<file path="config.mk">
export PLATFORM = sky130hd
export DESIGN_NAME = ccd_timing_gen
export DESIGN_NICKNAME = d
export VERILOG_FILES = /design/src/rtl/ccd_tg_pkg.sv /design/src/rtl/ccd_htiming.sv /design/src/rtl/ccd_vtiming.sv /design/src/rtl/ccd_drive.sv /design/src/rtl/ccd_timing_gen.sv
export SDC_FILE = /design/constraint.sdc
export NUM_CORES = 1
export LEC_CHECK = 0
export ABC_AREA = 1
export BUFFER_PORTS_ARGS = -buffer_cell sky130_fd_sc_hd__clkbuf_2
export CAP_MARGIN = 20
export CORE_MARGIN = 2
export CORE_UTILIZATION = 59
export DETAILED_ROUTE_END_ITERATION = 6
export GPL_ROUTABILITY_DRIVEN = 1
export HOLD_SLACK_MARGIN = 0.12
export PLACE_DENSITY = 0.77
export SLEW_MARGIN = 20
export SYNTH_ARGS = -nofsm -noshare
export SYNTH_HDL_FRONTEND = slang
export SYNTH_HIERARCHICAL = 1
export SYNTH_SLANG_ARGS = --single-unit
</file>
<file path="constraint.sdc">
create_clock -name clk -period 3.1 [get_ports clk]
set_input_delay 0.62 -clock clk [delete_from_list [all_inputs] [get_ports clk]]
set_output_delay 0.62 -clock clk [all_outputs]
set_load 0.01 [all_outputs]
</file>
<file path="src/rtl/ccd_tg_pkg.sv">
package ccd_tg_pkg;

  typedef enum logic [1:0] {
    PX_BLANK = 2'd0,
    PX_DUMMY = 2'd1,
    PX_OB    = 2'd2,
    PX_EFF   = 2'd3
  } pix_class_e;

  // Four-state vertical phase pattern, bit order {v1, v2a, v2b, v3}
  function automatic logic [3:0] vphase_pattern(input logic [1:0] idx);
    logic [3:0] p;
    case (idx)
      2'd0:    p = 4'b1100;
      2'd1:    p = 4'b0110;
      2'd2:    p = 4'b0011;
      default: p = 4'b1001;
    endcase
    return p;
  endfunction

endpackage

</file>
<file path="src/rtl/ccd_htiming.sv">
module ccd_htiming
  import ccd_tg_pkg::*;
#(
  parameter int H_BLANK     = 91,
  parameter int N_DUMMY     = 29,
  parameter int N_FRONT_OB  = 3,
  parameter int N_EFFECTIVE = 1034,
  parameter int N_REAR_OB   = 40,
  parameter int HD_WIDTH    = 5,
  localparam int LINE_CLKS  = H_BLANK + N_DUMMY + N_FRONT_OB + N_EFFECTIVE + N_REAR_OB,
  localparam int PIX_W      = $clog2(LINE_CLKS)
) (
  input  logic             clk,
  input  logic             rst,
  output logic             run,
  output logic [PIX_W-1:0] pix,
  output logic             line_end,
  output pix_class_e       pclass,
  output logic             hd
);

  localparam logic [PIX_W-1:0] P_DUMMY = PIX_W'(H_BLANK);
  localparam logic [PIX_W-1:0] P_FOB   = PIX_W'(H_BLANK + N_DUMMY);
  localparam logic [PIX_W-1:0] P_EFF   = PIX_W'(H_BLANK + N_DUMMY + N_FRONT_OB);
  localparam logic [PIX_W-1:0] P_ROB   = PIX_W'(H_BLANK + N_DUMMY + N_FRONT_OB + N_EFFECTIVE);
  localparam logic [PIX_W-1:0] P_LAST  = PIX_W'(LINE_CLKS - 1);
  localparam logic [PIX_W-1:0] P_HDEND = PIX_W'(HD_WIDTH);

  // run holds the counter at pixel 0 for one cycle after reset release
  always_ff @(posedge clk) begin
    if (rst) begin
      run <= 1'b0;
      pix <= '0;
    end else if (!run) begin
      run <= 1'b1;
    end else if (pix == P_LAST) begin
      pix <= '0;
    end else begin
      pix <= pix + 1'b1;
    end
  end

  assign line_end = run && (pix == P_LAST);
  assign hd       = run && (pix < P_HDEND);

  always_comb begin
    if (!run || pix < P_DUMMY) pclass = PX_BLANK;
    else if (pix < P_FOB)      pclass = PX_DUMMY;
    else if (pix < P_EFF)      pclass = PX_OB;
    else if (pix < P_ROB)      pclass = PX_EFF;
    else                       pclass = PX_OB;
  end

  assert_line_wrap_R2: assert property (@(posedge clk) disable iff (rst)
    line_end |=> (pix == '0) && hd);

  assert_dummy_then_black_R3: assert property (@(posedge clk) disable iff (rst)
    (run && pclass == PX_DUMMY) |=> (pclass == PX_DUMMY || pclass == PX_OB));

  assert_eff_then_black_R3: assert property (@(posedge clk) disable iff (rst)
    (run && pclass == PX_EFF) |=> (pclass == PX_EFF || pclass == PX_OB));

endmodule

</file>
<file path="src/rtl/ccd_vtiming.sv">
module ccd_vtiming #(
  parameter int PROG_LINES = 800,
  parameter int LINE_W     = 10,
  parameter int PIX_W      = 11,
  parameter int VSTEP_PIX  = 40,
  parameter int VSTEP2_PIX = 60
) (
  input  logic              clk,
  input  logic              rst,
  input  logic              run,
  input  logic [PIX_W-1:0]  pix,
  input  logic              line_end,
  input  logic              mode_fast,
  input  logic [LINE_W-1:0] shutter_lines,
  output logic [LINE_W-1:0] line,
  output logic              fast_lat,
  output logic [LINE_W-1:0] shut_lat,
  output logic              vd,
  output logic              frame_start,
  output logic              readout_line,
  output logic [3:0]        vphase
);

  localparam logic [LINE_W-1:0] PROG_LAST = LINE_W'(PROG_LINES - 1);
  localparam logic [LINE_W-1:0] FAST_LAST = LINE_W'(PROG_LINES / 2 - 1);
  localparam logic [PIX_W-1:0]  P_STEP1   = PIX_W'(VSTEP_PIX);
  localparam logic [PIX_W-1:0]  P_STEP2   = PIX_W'(VSTEP2_PIX);

  logic       frame_end;
  logic       step;
  logic [1:0] ph_idx;

  assign frame_end = line_end && (line == (fast_lat ? FAST_LAST : PROG_LAST));
  assign step = run && (line != '0) &&
                ((pix == P_STEP1) || (fast_lat && pix == P_STEP2));

  always_ff @(posedge clk) begin
    if (rst) begin
      line     <= '0;
      ph_idx   <= 2'd0;
      fast_lat <= mode_fast;
      shut_lat <= shutter_lines;
    end else begin
      if (line_end) line <= frame_end ? '0 : line + 1'b1;
      if (frame_end) begin
        fast_lat <= mode_fast;
        shut_lat <= shutter_lines;
      end
      if (step) ph_idx <= ph_idx + 2'd1;
    end
  end

  assign readout_line = run && (line == '0);
  assign vd           = readout_line;
  assign frame_start  = readout_line && (pix == '0);
  assign vphase       = ccd_tg_pkg::vphase_pattern(ph_idx);

  assert_single_strobe_R4: assert property (@(posedge clk) disable iff (rst)
    frame_start |=> !frame_start);

  assert_cfg_held_R9: assert property (@(posedge clk) disable iff (rst)
    (run && !frame_start) |-> ($stable(fast_lat) && $stable(shut_lat)));

  assert_phase_step_time_R7: assert property (@(posedge clk) disable iff (rst)
    (run && !$stable(vphase)) |->
      ($past(line) != '0) &&
      (($past(pix) == P_STEP1) || (fast_lat && $past(pix) == P_STEP2)));

endmodule

</file>
<file path="src/rtl/ccd_drive.sv">
module ccd_drive
  import ccd_tg_pkg::*;
#(
  parameter int PROG_LINES = 800,
  parameter int LINE_W     = 10,
  parameter int PIX_W      = 11,
  parameter int RD_WINDOW  = 604,
  parameter int RD_WIDTH   = 36,
  parameter int SUB_PIX    = 10,
  parameter int SUB_WIDTH  = 20
) (
  input  logic              clk,
  input  logic              rst,
  input  logic              run,
  input  logic [PIX_W-1:0]  pix,
  input  logic [LINE_W-1:0] line,
  input  logic              readout_line,
  input  logic              fast_lat,
  input  logic [LINE_W-1:0] shut_lat,
  input  pix_class_e        pclass,
  output logic              rd_gate1,
  output logic              rd_gate2,
  output logic              sub_pulse,
  output logic              pixel_valid
);

  localparam int RD_OFF = (RD_WINDOW - RD_WIDTH) / 2;
  localparam logic [PIX_W-1:0]  P_RD_LO  = PIX_W'(RD_OFF);
  localparam logic [PIX_W-1:0]  P_RD_HI  = PIX_W'(RD_OFF + RD_WIDTH);
  localparam logic [PIX_W-1:0]  P_SUB_LO = PIX_W'(SUB_PIX);
  localparam logic [PIX_W-1:0]  P_SUB_HI = PIX_W'(SUB_PIX + SUB_WIDTH);
  localparam logic [LINE_W:0]   N_PROG   = (LINE_W + 1)'(PROG_LINES);
  localparam logic [LINE_W:0]   N_FAST   = (LINE_W + 1)'(PROG_LINES / 2);

  logic [LINE_W:0] line_plus_s;
  logic            sub_line;
  logic            rd_window;

  assign line_plus_s = {1'b0, line} + {1'b0, shut_lat};
  assign sub_line    = (line != '0) && (line_plus_s < (fast_lat ? N_FAST : N_PROG));
  assign rd_window   = readout_line && (pix >= P_RD_LO) && (pix < P_RD_HI);

  assign rd_gate1    = rd_window;
  assign rd_gate2    = rd_window && !fast_lat;
  assign sub_pulse   = run && sub_line && (pix >= P_SUB_LO) && (pix < P_SUB_HI);
  assign pixel_valid = run && (line != '0) && (pclass == PX_EFF);

  assert_gate2_prog_only_R6: assert property (@(posedge clk) disable iff (rst)
    rd_gate2 |-> (rd_gate1 && !fast_lat));

  assert_sub_in_blank_R8: assert property (@(posedge clk) disable iff (rst)
    sub_pulse |-> (pclass == PX_BLANK && !readout_line));

  assert_valid_effective_R5: assert property (@(posedge clk) disable iff (rst)
    pixel_valid |-> (pclass == PX_EFF && !readout_line));

endmodule

</file>
<file path="src/rtl/ccd_timing_gen.sv">
module ccd_timing_gen
  import ccd_tg_pkg::*;
#(
  parameter int H_BLANK     = 91,
  parameter int N_DUMMY     = 29,
  parameter int N_FRONT_OB  = 3,
  parameter int N_EFFECTIVE = 1034,
  parameter int N_REAR_OB   = 40,
  parameter int HD_WIDTH    = 5,
  parameter int PROG_LINES  = 800,
  parameter int VSTEP_PIX   = 40,
  parameter int VSTEP2_PIX  = 60,
  parameter int RD_WINDOW   = 604,
  parameter int RD_WIDTH    = 36,
  parameter int SUB_PIX     = 10,
  parameter int SUB_WIDTH   = 20,
  localparam int LINE_CLKS  = H_BLANK + N_DUMMY + N_FRONT_OB + N_EFFECTIVE + N_REAR_OB,
  localparam int PIX_W      = $clog2(LINE_CLKS),
  localparam int LINE_W     = $clog2(PROG_LINES)
) (
  input  logic              clk,
  input  logic              rst,
  input  logic              mode_fast,
  input  logic [LINE_W-1:0] shutter_lines,
  output logic              hd,
  output logic              vd,
  output logic              frame_start,
  output logic              v1,
  output logic              v2a,
  output logic              v2b,
  output logic              v3,
  output logic              rd_gate1,
  output logic              rd_gate2,
  output logic              sub_pulse,
  output logic              hshift_en,
  output logic [1:0]        pix_class,
  output logic              pixel_valid
);

  logic              run;
  logic [PIX_W-1:0]  pix;
  logic              line_end;
  pix_class_e        pclass;
  logic [LINE_W-1:0] line;
  logic              fast_lat;
  logic [LINE_W-1:0] shut_lat;
  logic              readout_line;
  logic [3:0]        vphase;

  ccd_htiming #(
    .H_BLANK(H_BLANK), .N_DUMMY(N_DUMMY), .N_FRONT_OB(N_FRONT_OB),
    .N_EFFECTIVE(N_EFFECTIVE), .N_REAR_OB(N_REAR_OB), .HD_WIDTH(HD_WIDTH)
  ) u_h (
    .clk(clk), .rst(rst), .run(run), .pix(pix),
    .line_end(line_end), .pclass(pclass), .hd(hd)
  );

  ccd_vtiming #(
    .PROG_LINES(PROG_LINES), .LINE_W(LINE_W), .PIX_W(PIX_W),
    .VSTEP_PIX(VSTEP_PIX), .VSTEP2_PIX(VSTEP2_PIX)
  ) u_v (
    .clk(clk), .rst(rst), .run(run), .pix(pix), .line_end(line_end),
    .mode_fast(mode_fast), .shutter_lines(shutter_lines),
    .line(line), .fast_lat(fast_lat), .shut_lat(shut_lat),
    .vd(vd), .frame_start(frame_start), .readout_line(readout_line),
    .vphase(vphase)
  );

  ccd_drive #(
    .PROG_LINES(PROG_LINES), .LINE_W(LINE_W), .PIX_W(PIX_W),
    .RD_WINDOW(RD_WINDOW), .RD_WIDTH(RD_WIDTH),
    .SUB_PIX(SUB_PIX), .SUB_WIDTH(SUB_WIDTH)
  ) u_d (
    .clk(clk), .rst(rst), .run(run), .pix(pix), .line(line),
    .readout_line(readout_line), .fast_lat(fast_lat), .shut_lat(shut_lat),
    .pclass(pclass), .rd_gate1(rd_gate1), .rd_gate2(rd_gate2),
    .sub_pulse(sub_pulse), .pixel_valid(pixel_valid)
  );

  assign {v1, v2a, v2b, v3} = vphase;
  assign pix_class = pclass;
  assign hshift_en = run && (pclass != PX_BLANK);

  assert_no_phase_move_in_readout_R6: assert property (@(posedge clk) disable iff (rst)
    (rd_gate1 && $past(rd_gate1)) |-> $stable(vphase));

  assert_shift_outside_blank_R3: assert property (@(posedge clk) disable iff (rst)
    hshift_en |-> !sub_pulse);

endmodule

</file>
# ---- Yosys cells after proc, flatten, opt, wreduce, memory -nomap -nowiden
# Index checks and enable logic that the tools add are counted.
dict set report op_classes {
  eq_ne 7
  n_mux 14
  add_sub_neg 4
  magnitude_cmp 10
  n_reduce_logical 27
  shifts 0
  bitwise 0
  multipliers 0
  n_div 0
}
# op count
set ops {}
lappend ops {{2-to-1 mux 10 bit} 5}
lappend ops {{< comparator 11 x 7 -> 1 bit, second input constant} 3}
lappend ops {{== test 11 x 6 -> 1 bit, second input constant} 2}
lappend ops {{logical AND 1 bit} 17}
lappend ops {{case mux 4 bit (3 select lines)} 1}
lappend ops {{adder 10 x 10 -> 11 bit} 1}
lappend ops {{adder 11 x 1 -> 11 bit, second input constant} 1}
lappend ops {{== test 11 bit, second input constant} 1}
lappend ops {{>= comparator 11 x 4 -> 1 bit, second input constant} 1}
lappend ops {{>= comparator 11 x 9 -> 1 bit, second input constant} 1}
lappend ops {{logical NOT 11 bit} 1}
lappend ops {{< comparator 11 bit} 1}
lappend ops {{< comparator 11 bit, second input constant} 1}
lappend ops {{< comparator 11 x 3 -> 1 bit, second input constant} 1}
lappend ops {{< comparator 11 x 5 -> 1 bit, second input constant} 1}
lappend ops {{< comparator 11 x 9 -> 1 bit, second input constant} 1}
lappend ops {{2-to-1 mux 11 bit} 1}
lappend ops {{adder 10 x 1 -> 10 bit, second input constant} 1}
lappend ops {{== test 10 bit} 1}
lappend ops {{logical NOT 10 bit} 1}
lappend ops {{nonzero test 10 bit} 1}
lappend ops {{2-to-1 mux 2 bit} 3}
lappend ops {{== test 2 bit, second input constant} 2}
lappend ops {{2-to-1 mux 1 bit} 4}
lappend ops {{6 further kinds} 9}
dict set report totals {
  latch_bits 0
  n_memories 0
  regBits 35
  mem_bits_rw 0
  word_cells 68
  rom_bits 0
}

# ---- Longest topological paths before layout
dict set report logic_depth {
  word_depth 7
  depth_mapped 15
  ltp_nobuf 15
}

# ---- Cells and area by module
# Netlist, hierarchy kept.
# module n_inst seq_area_each_um2 cells_each area_per_inst_um2
set by_module_without_submodules {}
lappend by_module_without_submodules {ccd_vtiming 1 570.5 128 1131.1}
lappend by_module_without_submodules {ccd_htiming 1 240.2 119 788.3}
lappend by_module_without_submodules {ccd_drive 1 0.0 98 554.3}
lappend by_module_without_submodules {ccd_timing_gen 1 0.0 3 11.3}

# ---- Least setup slack after synthesis
# OpenSTA, ideal clock, no wires.
dict set report synth_timing {
  kind {register to output}
  startpoint {reg u_v.line[4]}
  endpoint {out sub_pulse}
  n_path_buf 0
  path_slack_ns 0.244
  stages_incl_launch_ff 16
  arrival_ns 2.236
  path_cell_list {dfxtp_1 ha_1 nand2_2 inv_1 a21oi_2 nand2_2 nand3_2 nand2_2 a21oi_1 xnor2_1 ha_1 nor4_1 nand4_1 nor3_1 nand2_1 a21oi_1}
}
dict set report synth_via {
  elab_chain_len 6
  elab_cells_between_ends 7
  classes_between {add/sub (1); order compare (1); reduce/logical (5)}
}
# element line_no
set synth_rtl {}
lappend synth_rtl {{from (decl)} ccd_vtiming.sv:15} ;# output logic [LINE_W-1:0] line,
lappend synth_rtl {{from (signal assigned)} ccd_vtiming.sv:44} ;# if (line_end) line <= frame_end ? '0 : line + 1'b1;
lappend synth_rtl {{adder 10 x 10 -> 11 bit} ccd_drive.sv:39} ;# assign line_plus_s = {1'b0, line} + {1'b0, shut_lat};
lappend synth_rtl {{< comparator 11 bit} ccd_drive.sv:40} ;# assign sub_line = (line != '0) && (line_plus_s < (fast_lat ? N_FAST : N_PROG));
lappend synth_rtl {{logical AND 1 bit (*)} ccd_drive.sv:40}
lappend synth_rtl {{logical AND 1 bit (*) (3 in a row)} ccd_drive.sv:45} ;# assign sub_pulse = run && sub_line && (pix >= P_SUB_LO) && (pix < P_SUB_HI);
lappend synth_rtl {{to (decl)} ccd_timing_gen.sv:34} ;# output logic sub_pulse,
# Every way passes the cells marked *; elsewhere a longest branch is shown, timed or not.

# ---- Final worst setup path
dict set report layout_timing {
  startpoint {reg u_v.shut_lat[3]}
  endpoint {out sub_pulse}
}
dict set report layout_via {
  elab_chain_len 6
}
# element line_no
set layout_rtl {}
lappend layout_rtl {{from (decl)} ccd_vtiming.sv:17} ;# output logic [LINE_W-1:0] shut_lat,
lappend layout_rtl {{from (signal assigned)} ccd_vtiming.sv:42} ;# shut_lat <= shutter_lines;
lappend layout_rtl {{from (signal assigned)} ccd_vtiming.sv:47} ;# shut_lat <= shutter_lines;
lappend layout_rtl {{adder 10 x 10 -> 11 bit} ccd_drive.sv:39}
lappend layout_rtl {{< comparator 11 bit} ccd_drive.sv:40}
lappend layout_rtl {{logical AND 1 bit} ccd_drive.sv:40}
lappend layout_rtl {{logical AND 1 bit (3 in a row)} ccd_drive.sv:45}
# Every way passes these cells.

==> metrics.md <==
| Metric | Value |
|---|---|
| CTS clk-pin slew, worst paths | `80 ps` |
| Outcome | `complete, but fails checks` |
| Startpoint class of the critical path | `flop` |
| ANT nets after route | `0` |
| LEAKAGE | `1.31 nW` |
| Power Dens Cells | `313 nW/um^2` |
| Critical path's slowest cell | `edfxtp_1` |
| Syn Area/Cell | `between 7 and 8 um^2` |
| Multi-input logic area | `approximately 1500 um^2` |
| Worst-margin pin slew | `598 ps` |
| DR WL/cell | `12.5 um` |
| Seq/Total Area, Yosys | `32.6%` |
| Max-cap violations | `0` |
| Post-synth ARST share | `0%` |
| Yosys warnings | `6` |
| Kind of critical path | `flop to output port` |
| Vias/cell | `5.19` |
| Clock Latency Late Sink | `290 ps` |
| Die height | `68.9 um` |
| Clk root buf | `clkbuf_8` |
| Gr ovfl total | `0` |
| Ys flop type | `dfxtp_1` |
| Port Buffers | `26` |
| Dpl cells | `around 430` |
| Area Growth Syn to Fin | `16.0%` |
| WP buf/inv | `1` |
| Mapped Area | `about 2500 um^2` |
| Inserted Clock Buffers | `5` |
| Crit share post-route | `104%` |
| Std cell rows | `23` |
| Largest net degree at the start of global routing | `19` |
| Syn Nets | `381` |
| Layout Cells excl Fill | `438` |
| Flops & latches, synth | `35` |
| Layout cells sized above 1 | `22.4%` |
| Synth top area share | `19.3%` |
| Most common cell after layout, fill and taps aside | `nand2_1` |
| Register area | `813 um^2` |
| Final hold slack | `between 500 and 600 ps` |
| Max Root-Sink Buffers | `2` |
| DRT iter0 DRCs | `approximately 200` |
| Final Skew | `7.12 ps` |
| DRC | `0` |
| CP arrival | `2590 ps` |
| CP max FO | `3` |
| Maximum vdd drop | `~0.3 mV` |
| GR peak layer | `met2` |
| Die Width | `68.9 um` |
| Layout Nets | `420` |
| Worst min path class | `input pin to flop` |
| Top delay family on crit path | `simple AND/OR/NAND/NOR gates` |
| Global-route wire length before repair | `around 8500 um` |
| Worst Slack Setup Final | `-114 ps` |
| Antenna Cells | `0` |
| Filler cells | `~340` |
| Area contributors post-synth | `dfxtp_1, edfxtp_1, nand2_1` |
| Die area | `4750 um^2` |
| Vias in the first global route | `1910` |
| All-Layer GR Usage | `24.3%` |
| RSZ-0062 raised after global routing | `yes` |
| M3 GR Usage | `about 5%` |
| GPL Wtd Cong | `approximately 0.91` |
| Failing checks | `negative setup slack` |
| Dpl hpwl | `about 3900 um` |
| EDFF count, synth | `11` |
| Minimum clock period | `3210 ps` |
| H-tree levels | `2` |
| Synth cell types | `39` |
| # clock sinks | `35` |
| Gate Count Post-Synth | `348` |
| Initial antenna violation count | `0` |
| Fmax achieved | `approximately 0.31 GHz` |
| CTS tree | `yes` |
| Critical Path End Type | `output port` |
| Routed vias | `2275` |
| Total power | `0.902 mW` |
| Worst path most repeated cell | `nand2_1` |
| Drt total wl | `5480 um` |
| Slowest stage delay, CP | `420 ps` |
| Core area | `4030 um^2` |
| Drt pass-1 iters | `4` |
| Met1 Resource Use GR | `34.5%` |
| Commonest non-fill, non-tap cells in the layout | `nand2_1, nor2_1, inv_1, clkbuf_2, dfxtp_1` |
| Final Hold Vio Count | `0` |
| Final Setup Violations | `1` |
| Crit path cell chain | `ha_4 -> nand2_1 -> nor2_2 -> nand2_1 -> nand2_2 -> nand3_2 -> nand2_2 -> a21oi_2 -> xnor2_1 -> ha_2 -> nor4_2 -> nand4_1 -> nor3_1 -> nand2_1 -> a21oi_2 -> buf_2` |
| Rel. slew slack | `between 50% and 60%` |
| Max Slew Vio Count | `0` |
| Cell taking the most area after synthesis | `dfxtp_1` |
| GR Util met2 | `36.3%` |
| I/O pins | `27` |
| Starting Density | `61.7%` |
| WP data required | `approximately 2500 ps` |
## per-layer routing
metal	vias up	routed length, um
met4	0	61
met1	1000	2710
met2	82	2390
met5	-	0
li1	1186	-
met3	7	321
## cells in the mapped netlist (2+ instances only)
cell type / number
dfxtp_1: 24
nand2_1: 70
nand3_1: 21
o21ai_0: 6
inv_2: 3
inv_1: 47
nand4_1: 7
ha_1: 20
xnor2_1: 3
nor4_1: 3
nor2_1: 63
xor2_1: 9
nand3_2: 2
or2_2: 2
edfxtp_1: 11
buf_4: 2
a21oi_2: 2
a21oi_1: 11
nor2_2: 8
nand2_2: 7
nor3_1: 9
## repair_timing
action / CTS / global route
pin swaps: 11 / 7
setup buffers: 3 / 1
endpoints found under the setup margin: 1 / 1
resized for setup: 10 / 4
hold buffers: 0 / 0
## worst reg2reg max path, delay by kind of cell (launching register included)
kind                   cells  cell delay, ps
and+or+nand+nor            6             850
DFF                        1             560
AOI/OAI and AO/OA          1             490
buffers and inverters      1             190
## cell type report
type                       count  share of cell area (%)
clock buffer                   6                    2.52
clock inverter                 2                   0.434
inverter                      50                    6.51
multi-input combinational    259                    53.0
sequential                    35                    28.2
tap                           50                    2.17
timing repair buffer          36                    7.12
## sequential cells by signal, summed over array words and instances (netlist names)
| register | cells |
|---|---|
| u_v/fast_lat | 1 |
| u_h/pix | 11 |
| u_h/run | 1 |
| u_v/shut_lat | 10 |
| u_v/ph_idx | 2 |
| u_v/line | 10 |
## through the flow
stage / setup TNS [ps] / worst slack (ps) / util (%) / area [um^2]
4_1_cts: -160 / -160 / 70.9 / 2860
5_1_grt: -297 / -297 / 71.6 / 2880
3_5_place_dp: 0 / 4.81 / 66.8 / 2690
2_1_floorplan: 0 / 244 / - / 2480
6_report: -114 / -114 / 71.6 / 2880
3_3_place_gp: 0 / 122 / 66.8 / 2690
## path summary, 6_finish.rpt
path / startpoint / end / slack (ps) / cells past startpoint
worst max-delay path: u_v/shut_lat[3] / sub_pulse / -110 / 16
worst min-delay path: shutter_lines[3] / u_v/shut_lat[3] / 500 / 1
worst max register to register: u_h/pix[2] / u_v/fast_lat / 630 / 8
worst min register to register: u_v/line[1] / u_v/line[1] / 530 / 2
## power breakdown
group	total (mW)	switching (mW)	internal, mW
sequential	0.496	0.0115	0.484
combinational	0.0796	0.0473	0.0322
clock	0.326	0.169	0.157
total	0.902	0.228	0.674
## cells by family (layout without fill, tap and decap cells)
group,Yosys count,count (layout),synth area share [%]
simple gates,203,203,38.2
buf+inv,54,94,8.81
flops,35,35,32.6
compound gates,24,24,6.04
fa+ha+maj,20,20,10.1
xor+xnor,12,12,4.23
No activity file was read; power rests on OpenSTA's default activity.
